==> config.mk <==
export PLATFORM = sky130hd
export DESIGN_NAME = cdr_phase_sel
export DESIGN_NICKNAME = d
export VERILOG_FILES = /design/src/rtl/cdr_pkg.sv /design/src/rtl/cdr_edge_sync.sv /design/src/rtl/cdr_loop_filter.sv /design/src/rtl/cdr_hunt_ramp.sv /design/src/rtl/cdr_phase_index.sv /design/src/rtl/cdr_phase_sel.sv
export SDC_FILE = /design/constraint.sdc
export NUM_CORES = 1
export LEC_CHECK = 0
export BUFFER_PORTS_ARGS = -buffer_cell sky130_fd_sc_hd__buf_2
export CAP_MARGIN = 10
export CORE_ASPECT_RATIO = 1.2
export CORE_MARGIN = 2
export CORE_UTILIZATION = 64
export CTS_CLUSTER_SIZE = 16
export DETAILED_ROUTE_END_ITERATION = 8
export GPL_ROUTABILITY_DRIVEN = 0
export PLACE_DENSITY_LB_ADDON = 0.12
export SETUP_SLACK_MARGIN = 0.5
export SLEW_MARGIN = 10
export SYNTH_ARGS = -nofsm -noshare
export SYNTH_HDL_FRONTEND = slang
export SYNTH_SLANG_ARGS = --single-unit
==> constraint.sdc <==
create_clock -name clk -period 11.2 [get_ports clk]
set_input_delay 2.24 -clock clk [delete_from_list [all_inputs] [get_ports clk]]
set_output_delay 2.24 -clock clk [all_outputs]
set_load 0.05 [all_outputs]
==> src/rtl/cdr_pkg.sv <==
`timescale 1ns/1ps
package cdr_pkg;

  typedef enum logic [1:0] {
    MODE_TRACK = 2'd0,
    MODE_HUNT  = 2'd1,
    MODE_HOLD  = 2'd2,
    MODE_TEST  = 2'd3
  } mode_e;

  // clamp a value into [-lim, lim]
  function automatic int clamp_sym(input int x, input int lim);
    if (x > lim)       return lim;
    else if (x < -lim) return -lim;
    else               return x;
  endfunction

  // zero threshold behaves as one
  function automatic int eff_thr(input int t);
    return (t < 1) ? 1 : t;
  endfunction

endpackage

==> src/rtl/cdr_edge_sync.sv <==
`timescale 1ns/1ps
module cdr_edge_sync #(
  parameter int STAGES = 2
) (
  input  logic clk,
  input  logic rst_n,
  input  logic async_in,
  output logic rise
);
  logic [STAGES:0] sh_q;

  always_ff @(posedge clk) begin
    if (!rst_n) sh_q <= '0;
    else        sh_q <= {sh_q[STAGES-1:0], async_in};
  end

  assign rise = sh_q[STAGES-1] & ~sh_q[STAGES];
endmodule

==> src/rtl/cdr_loop_filter.sv <==
`timescale 1ns/1ps
module cdr_loop_filter
  import cdr_pkg::*;
#(
  parameter int ACC_W   = 10,
  parameter int KP      = 4,
  parameter int INT_LIM = 15
) (
  input  logic                    clk,
  input  logic                    rst_n,
  input  mode_e                   mode,
  input  logic signed [1:0]       vote,
  input  logic [ACC_W-2:0]        thr,
  input  logic                    inc,
  input  logic                    dec,
  output logic signed [ACC_W-1:0] acc,
  output logic                    req_up,
  output logic                    req_dn
);
  localparam int ACC_MAX = (1 << (ACC_W-1)) - 1;
  localparam int INT_W   = $clog2(INT_LIM+1) + 1;

  logic signed [ACC_W-1:0] acc_q;
  logic signed [INT_W-1:0] int_q;
  int acc_d, int_d, int_n, sum, t_i, v_i;

  always_comb begin
    v_i    = int'(vote);
    t_i    = eff_thr(int'(thr));
    int_n  = clamp_sym(int'(int_q) + v_i, INT_LIM);
    sum    = int'(acc_q) + KP * v_i + int_n;
    acc_d  = int'(acc_q);
    int_d  = int'(int_q);
    req_up = 1'b0;
    req_dn = 1'b0;
    unique case (mode)
      MODE_TRACK: begin
        int_d = int_n;
        if (sum >= t_i) begin
          req_up = 1'b1;
          acc_d  = clamp_sym(sum - t_i, ACC_MAX);
        end else if (sum <= -t_i) begin
          req_dn = 1'b1;
          acc_d  = clamp_sym(sum + t_i, ACC_MAX);
        end else begin
          acc_d  = clamp_sym(sum, ACC_MAX);
        end
      end
      MODE_HUNT: begin
        acc_d = 0;
        int_d = 0;
      end
      MODE_TEST: acc_d = clamp_sym(int'(acc_q) + int'(inc) - int'(dec), ACC_MAX);
      default: ;
    endcase
  end

  always_ff @(posedge clk) begin
    if (!rst_n) begin
      acc_q <= '0;
      int_q <= '0;
    end else begin
      acc_q <= ACC_W'(acc_d);
      int_q <= INT_W'(int_d);
    end
  end

  assign acc = acc_q;

  AST_TEST_UNIT_STEP: assert property (@(posedge clk) disable iff (!rst_n)
    (mode == MODE_TEST) |=> ((acc_q == $past(acc_q)) || (acc_q == $past(acc_q) + ACC_W'(1)) ||
                            (acc_q == $past(acc_q) - ACC_W'(1))));
  AST_HUNT_CLEARS: assert property (@(posedge clk) disable iff (!rst_n)
    (mode == MODE_HUNT) |=> (acc_q == '0 && int_q == '0));
  AST_ACC_BOUND: assert property (@(posedge clk) disable iff (!rst_n)
    (int'(acc_q) <= ACC_MAX) && (int'(acc_q) >= -ACC_MAX));
  AST_HOLD_ACC: assert property (@(posedge clk) disable iff (!rst_n)
    (mode == MODE_HOLD) |=> $stable(acc_q));
endmodule

==> src/rtl/cdr_hunt_ramp.sv <==
`timescale 1ns/1ps
module cdr_hunt_ramp #(
  parameter int IDLE_LIM = 64,
  parameter int RAMP_DIV = 8
) (
  input  logic clk,
  input  logic rst_n,
  input  logic enable,
  input  logic has_vote,
  output logic hunt,
  output logic ramp_step
);
  localparam int IW = $clog2(IDLE_LIM + 1);
  localparam int RW = (RAMP_DIV > 1) ? $clog2(RAMP_DIV) : 1;
  localparam logic [IW-1:0] IDLE_TOP = IW'(IDLE_LIM);
  localparam logic [RW-1:0] RAMP_TOP = RW'(RAMP_DIV - 1);

  logic [IW-1:0] idle_q;
  logic [RW-1:0] ramp_q;

  assign hunt      = (idle_q == IDLE_TOP);
  assign ramp_step = enable && !has_vote && hunt && (ramp_q == RAMP_TOP);

  always_ff @(posedge clk) begin
    if (!rst_n || !enable || has_vote) begin
      idle_q <= '0;
      ramp_q <= '0;
    end else if (hunt) begin
      ramp_q <= (ramp_q == RAMP_TOP) ? '0 : ramp_q + RW'(1);
    end else begin
      idle_q <= idle_q + IW'(1);
      ramp_q <= '0;
    end
  end

  AST_VOTE_ENDS_HUNT: assert property (@(posedge clk) disable iff (!rst_n)
    (enable && has_vote) |=> !hunt);
endmodule

==> src/rtl/cdr_phase_index.sv <==
`timescale 1ns/1ps
module cdr_phase_index #(
  parameter int COARSE_W = 3,
  parameter int FINE_W   = 3
) (
  input  logic                clk,
  input  logic                rst_n,
  input  logic                up,
  input  logic                dn,
  output logic [COARSE_W-1:0] coarse_sel,
  output logic [FINE_W-1:0]   fine_sel
);
  localparam int IDX_W = COARSE_W + FINE_W;
  logic [IDX_W-1:0] idx_q;

  always_ff @(posedge clk) begin
    if (!rst_n)  idx_q <= '0;
    else if (up) idx_q <= idx_q + IDX_W'(1);
    else if (dn) idx_q <= idx_q - IDX_W'(1);
  end

  assign coarse_sel = idx_q[IDX_W-1:FINE_W];
  assign fine_sel   = idx_q[FINE_W-1:0];

  AST_IDX_UP: assert property (@(posedge clk) disable iff (!rst_n)
    (up && !dn) |=> (idx_q == $past(idx_q) + IDX_W'(1)));
  AST_IDX_DN: assert property (@(posedge clk) disable iff (!rst_n)
    (dn && !up) |=> (idx_q == $past(idx_q) - IDX_W'(1)));
  AST_IDX_IDLE: assert property (@(posedge clk) disable iff (!rst_n)
    (!up && !dn) |=> $stable(idx_q));
endmodule

==> src/rtl/cdr_phase_sel.sv <==
`timescale 1ns/1ps
module cdr_phase_sel
  import cdr_pkg::*;
#(
  parameter int COARSE_W    = 3,
  parameter int FINE_W      = 3,
  parameter int ACC_W       = 10,
  parameter int RX_W        = 10,
  parameter int KP          = 4,
  parameter int INT_LIM     = 15,
  parameter int IDLE_LIM    = 64,
  parameter int RAMP_DIV    = 8,
  parameter int SYNC_STAGES = 2
) (
  input  logic                clk,
  input  logic                rst_n,
  input  logic                lckref_n,
  input  logic                test_en,
  input  logic                vote_early,
  input  logic                vote_late,
  input  logic [ACC_W-2:0]    thr,
  input  logic                tst_inc,
  input  logic                tst_dec,
  input  logic [RX_W-1:0]     rx_data_in,
  output logic [COARSE_W-1:0] coarse_sel,
  output logic [FINE_W-1:0]   fine_sel,
  output logic                step_up,
  output logic                step_dn,
  output logic [RX_W-1:0]     rx_word
);
  // named internal events
  logic signed [1:0]       vote_v;
  logic                    has_vote;
  logic                    hunt;
  logic                    ramp_step;
  logic                    flt_up, flt_dn;
  logic                    step_up_w, step_dn_w;
  logic                    loop_live;
  logic [1:0]              pulse_rise;
  logic signed [ACC_W-1:0] acc;
  logic [RX_W-1:0]         acc_view;
  mode_e                   mode;

  assign vote_v   = (vote_late && !vote_early) ? 2'sb01 :
                    (vote_early && !vote_late) ? 2'sb11 : 2'sb00;
  assign has_vote = (vote_v != 2'sb00);
  assign loop_live = lckref_n && !test_en;

  always_comb begin
    if (!lckref_n)             mode = MODE_HOLD;
    else if (test_en)          mode = MODE_TEST;
    else if (hunt && !has_vote) mode = MODE_HUNT;
    else                       mode = MODE_TRACK;
  end

  // test pulse synchronizers: index 0 increments, index 1 decrements
  for (genvar g = 0; g < 2; g++) begin : g_pulse
    cdr_edge_sync #(.STAGES(SYNC_STAGES)) sync_i (
      .clk      (clk),
      .rst_n    (rst_n),
      .async_in ((g == 0) ? tst_inc : tst_dec),
      .rise     (pulse_rise[g])
    );
  end

  cdr_loop_filter #(.ACC_W(ACC_W), .KP(KP), .INT_LIM(INT_LIM)) filt_i (
    .clk    (clk),
    .rst_n  (rst_n),
    .mode   (mode),
    .vote   (vote_v),
    .thr    (thr),
    .inc    (pulse_rise[0]),
    .dec    (pulse_rise[1]),
    .acc    (acc),
    .req_up (flt_up),
    .req_dn (flt_dn)
  );

  cdr_hunt_ramp #(.IDLE_LIM(IDLE_LIM), .RAMP_DIV(RAMP_DIV)) hunt_i (
    .clk       (clk),
    .rst_n     (rst_n),
    .enable    (loop_live),
    .has_vote  (has_vote),
    .hunt      (hunt),
    .ramp_step (ramp_step)
  );

  assign step_up_w = flt_up | ramp_step;
  assign step_dn_w = flt_dn;

  cdr_phase_index #(.COARSE_W(COARSE_W), .FINE_W(FINE_W)) idx_i (
    .clk        (clk),
    .rst_n      (rst_n),
    .up         (step_up_w),
    .dn         (step_dn_w),
    .coarse_sel (coarse_sel),
    .fine_sel   (fine_sel)
  );

  if (RX_W > ACC_W) begin : g_ext
    assign acc_view = {{(RX_W-ACC_W){acc[ACC_W-1]}}, acc};
  end else begin : g_trunc
    assign acc_view = acc[RX_W-1:0];
  end

  always_ff @(posedge clk) begin
    if (!rst_n) begin
      step_up <= 1'b0;
      step_dn <= 1'b0;
      rx_word <= '0;
    end else begin
      step_up <= step_up_w;
      step_dn <= step_dn_w;
      if (mode == MODE_TEST)      rx_word <= acc_view;
      else if (mode != MODE_HOLD) rx_word <= rx_data_in;
    end
  end

  AST_STEP_EXCL: assert property (@(posedge clk) disable iff (!rst_n)
    !(step_up && step_dn));
  AST_HOLD_RX: assert property (@(posedge clk) disable iff (!rst_n)
    !lckref_n |=> $stable(rx_word));
  AST_HOLD_PHASE: assert property (@(posedge clk) disable iff (!rst_n)
    !lckref_n |=> ($stable(coarse_sel) && $stable(fine_sel)));
  AST_TEST_NO_STEP: assert property (@(posedge clk) disable iff (!rst_n)
    (lckref_n && test_en) |=> (!step_up && !step_dn));
endmodule

==> impl_metrics.yaml <==
routing:
  finalWirelength_um: 20260
  vias: 7078
  met2_length_um: 10010
  drt-pass1-iter-count: 5
  dr_wl_met3_um: 899
  routed_via_density: 6.359
  wire_per_inst_um: 18.20
  drt_iter0_markers: 450
  wl_met1_um: 8184
  drtAntennaViolNets: 0
  drc_errors: 0
  top_layer: "met4"
cells_and_area:
  diodes: 0
  n_fill_cell: 1044
  syn2layout_area_growth_pct: 5.526
  drive_gt1_frac: 0.1276
  final_net_count: 1088
logic_synthesis:
  ys_types: 107
  ys_seq_elements: 49
  syn_inst: 929
  avgSynthCellArea_um2: 7.995
  yosysWarnings: 0
  synth_top_cell_by_area: "ha_1"
  synth_edf_count: 0
  yosys-top-cells-area: "ha_1 (15%), dfxtp_1 (13%), fa_1 (5.1%)"
  yosysTopAreaCellShare: 0.1466
  synth-main-ff-cell: "dfxtp_1"
  yosysSeqAreaShare: 0.1321
  async_flop_share: 0
  syn_area_mm2: 0.007427
timing:
  fmax_mhz: 99.52
  report.final.slew_viol_count: 0
  hold_viol_final: 0
  fin_crit_ps: 10050
  setup_violations: 0
  slew_headroom: 0.4818
  post-route-period-util: 0.8972
  skew_ps: 5.594
  tns_ps: 0
  worst_pin_slew_ps: 775.8
  grt_setup_unrepaired: "no"
floorplanning:
  coreArea_mm2: 0.01146
  die_area_mm2: 0.01249
  die_h_um: 122.0
  pin_count: 45
  rows: 43
  start_util: 0.6481
  die_w_um: 102.3
clocking:
  clk_path_buf_depth: 2
  post_cts_buffers: 0
  clock-sinks: 49
  insertion_delay_ps: 290
  cts_made_buffers: 5
  ctsRootBufferMaster: "clkbuf_16"
  tritoncts: "built"
  clkTransAtPathRegs_ps: 70
  htree_levels: 2
critical_path:
  crit_type: "in2reg"
  arrival_ps: 10210
  cp_common_cell: "inv_1"
  startpoint_type: "primary input"
  cp_data_required_time_ps: 11360
  worstSetupEndpointType: "flip-flop"
  crit_slowest_cell: "fa_1"
  crit_path_max_fanout: 11
  cp_slowest_stage_delay_ps: 550
status:
  status: "finished, final reports clean"
placement:
  io_buffers: 44
  place.detailed.hpwl_um: 16460
worst_hold_path:
  hp-class: "reg2reg"
global_routing:
  grtUsageTotal: 0.3318
  grt_overflow: 0
  grt_pass1_vias: 6757
  antenna_found_initial: 0
  grt_pass1_wl_um: 32900
  grt_max_degree: 40
flow_run:
  maxCapViolCount: 0
==> sequential cells by signal (all words and copies together), names as in the netlist <==
register and flops:
filt_i.int_q 5, g_pulse.sync_i.sh_q 6, hunt_i.idle_q 7, hunt_i.ramp_q 3
step_up 1, rx_word 10, idx_i.idx_q 6, filt_i.acc 10
step_dn 1
==> layout make-up <==
cell class	count	area [um2]	area share
well taps	157	196.4	0.02506
inverters	88	332.8	0.04246
flip-flops and latches	49	980.9	0.1252
clock inverters	3	17.52	0.002235
repair buffers	45	227.7	0.02905
clock buffers	5	125.1	0.01596
multi-input cells	766	5957	0.7601
==> synthesized netlist by cell type, types with 4 or more instances <==
| cell | number |
|---|---|
| o21bai_1 | 5 |
| and3_1 | 10 |
| nand2_1 | 48 |
| and2_1 | 15 |
| dfxtp_1 | 49 |
| o21ai_4 | 4 |
| nor4_1 | 10 |
| nor3_1 | 20 |
| o21ai_0 | 41 |
| xnor2_1 | 40 |
| inv_1 | 84 |
| nor2b_1 | 14 |
| nand3_1 | 28 |
| a22oi_1 | 9 |
| clkbuf_1 | 19 |
| a221oi_1 | 9 |
| clkbuf_8 | 5 |
| a31oi_1 | 9 |
| nand2b_1 | 12 |
| mux2i_1 | 15 |
| nor2_1 | 73 |
| a211o_1 | 4 |
| buf_2 | 7 |
| o221ai_1 | 7 |
| fa_1 | 19 |
| a21oi_1 | 62 |
| a21o_1 | 24 |
| ha_1 | 87 |
| a211oi_1 | 17 |
| or2_2 | 9 |
| o22ai_1 | 6 |
| nand4_1 | 20 |
| o21a_1 | 8 |
| nor4_4 | 4 |
| o2111ai_1 | 4 |
| or3_1 | 6 |
| o211ai_1 | 6 |
| xor2_1 | 14 |
| a21oi_2 | 4 |
==> critical path, delay by kind of cell <==
kind,cells,cell delay (ps)
fa+ha+maj,7,2430
mux,1,360
buf+inv,5,360
simple gates,9,1960
compound gates,14,2680
xor+xnor,1,140
==> kinds of logic (layout without fill, tap and decap cells) <==
family | count (synthesis) | after routing | synth area share
and+or+nand+nor | 301 | 301 | 0.2259
AOI/OAI and AO/OA | 273 | 273 | 0.2776
buffers and inverters | 125 | 141 | 0.07497
adders and majority gates | 108 | 108 | 0.2005
xor gates and xnor gates | 54 | 54 | 0.06368
DFF | 49 | 49 | 0.1321
muxes | 18 | 18 | 0.02476
other | 1 | 12 | 0.0005049
==> path summary, 6_finish.rpt <==
kind               startpoint                to  slack, ps  cells past startpoint
max reg2reg   filt_i.int_q[0]    idx_i.idx_q[5]       3330                     33
min reg2reg  hunt_i.ramp_q[0]  hunt_i.ramp_q[0]        430                      1
max                 vote_late    idx_i.idx_q[5]       1150                     37
min          hunt_i.ramp_q[0]  hunt_i.ramp_q[0]        430                      1
==> through the flow <==
step | cell area [um2] | hold WS [ps] | utilization | worst slack (ps) | cells
after global routing | 7838 | 457.5 | 0.6839 | 561.5 | 1113
after CTS | 7811 | 433.9 | 0.6816 | 827.2 | 1113
after detailed placement | 7669 | 420.9 | 0.6692 | 554.0 | 1105
final | 7838 | 433.0 | 0.6839 | 1151 | 1113
after floorplan | 7468 | 407.2 | - | 1469 | 940
after global placement | 7669 | 412.2 | 0.6692 | 752.1 | 1105
==> routing by layer <==
layer	up-vias	global-route usage
met4	0	0.1942
met5	-	0
met3	89	0.03041
li1	3454	-
met1	3272	0.3884
met2	263	0.5818
==> cell usage in the layout (no fill, tap or decap), types with 5 or more instances in the layout <==
cell type	instances
a22oi_1	9
or2_2	9
inv_1	84
nor2_1	73
nand4_1	20
xor2_1	14
a21o_1	23
ha_1	86
o22ai_1	6
o221ai_1	7
a211oi_1	17
o21a_1	8
nand3_1	28
clkbuf_16	5
o21ai_0	41
a31oi_1	9
nor3_1	20
a221oi_1	8
fa_1	19
nand2b_1	12
dfxtp_1	49
o211ai_1	6
nor2b_1	14
and2_1	15
o21bai_1	5
and3_1	10
buf_2	44
nor4_1	10
a21oi_1	62
or3_1	6
mux2i_1	15
nand2_1	48
conb_1	12
xnor2_1	40
==> what timing repair did <==
item                       CTS  global route
setup endpoints to repair    0             2
resized for setup            0             6
hold buffers                 0             0
Power is left out: the tool's default activity adds up to more than one toggle a clock period on the data nets, which glitch-free logic cannot reach.
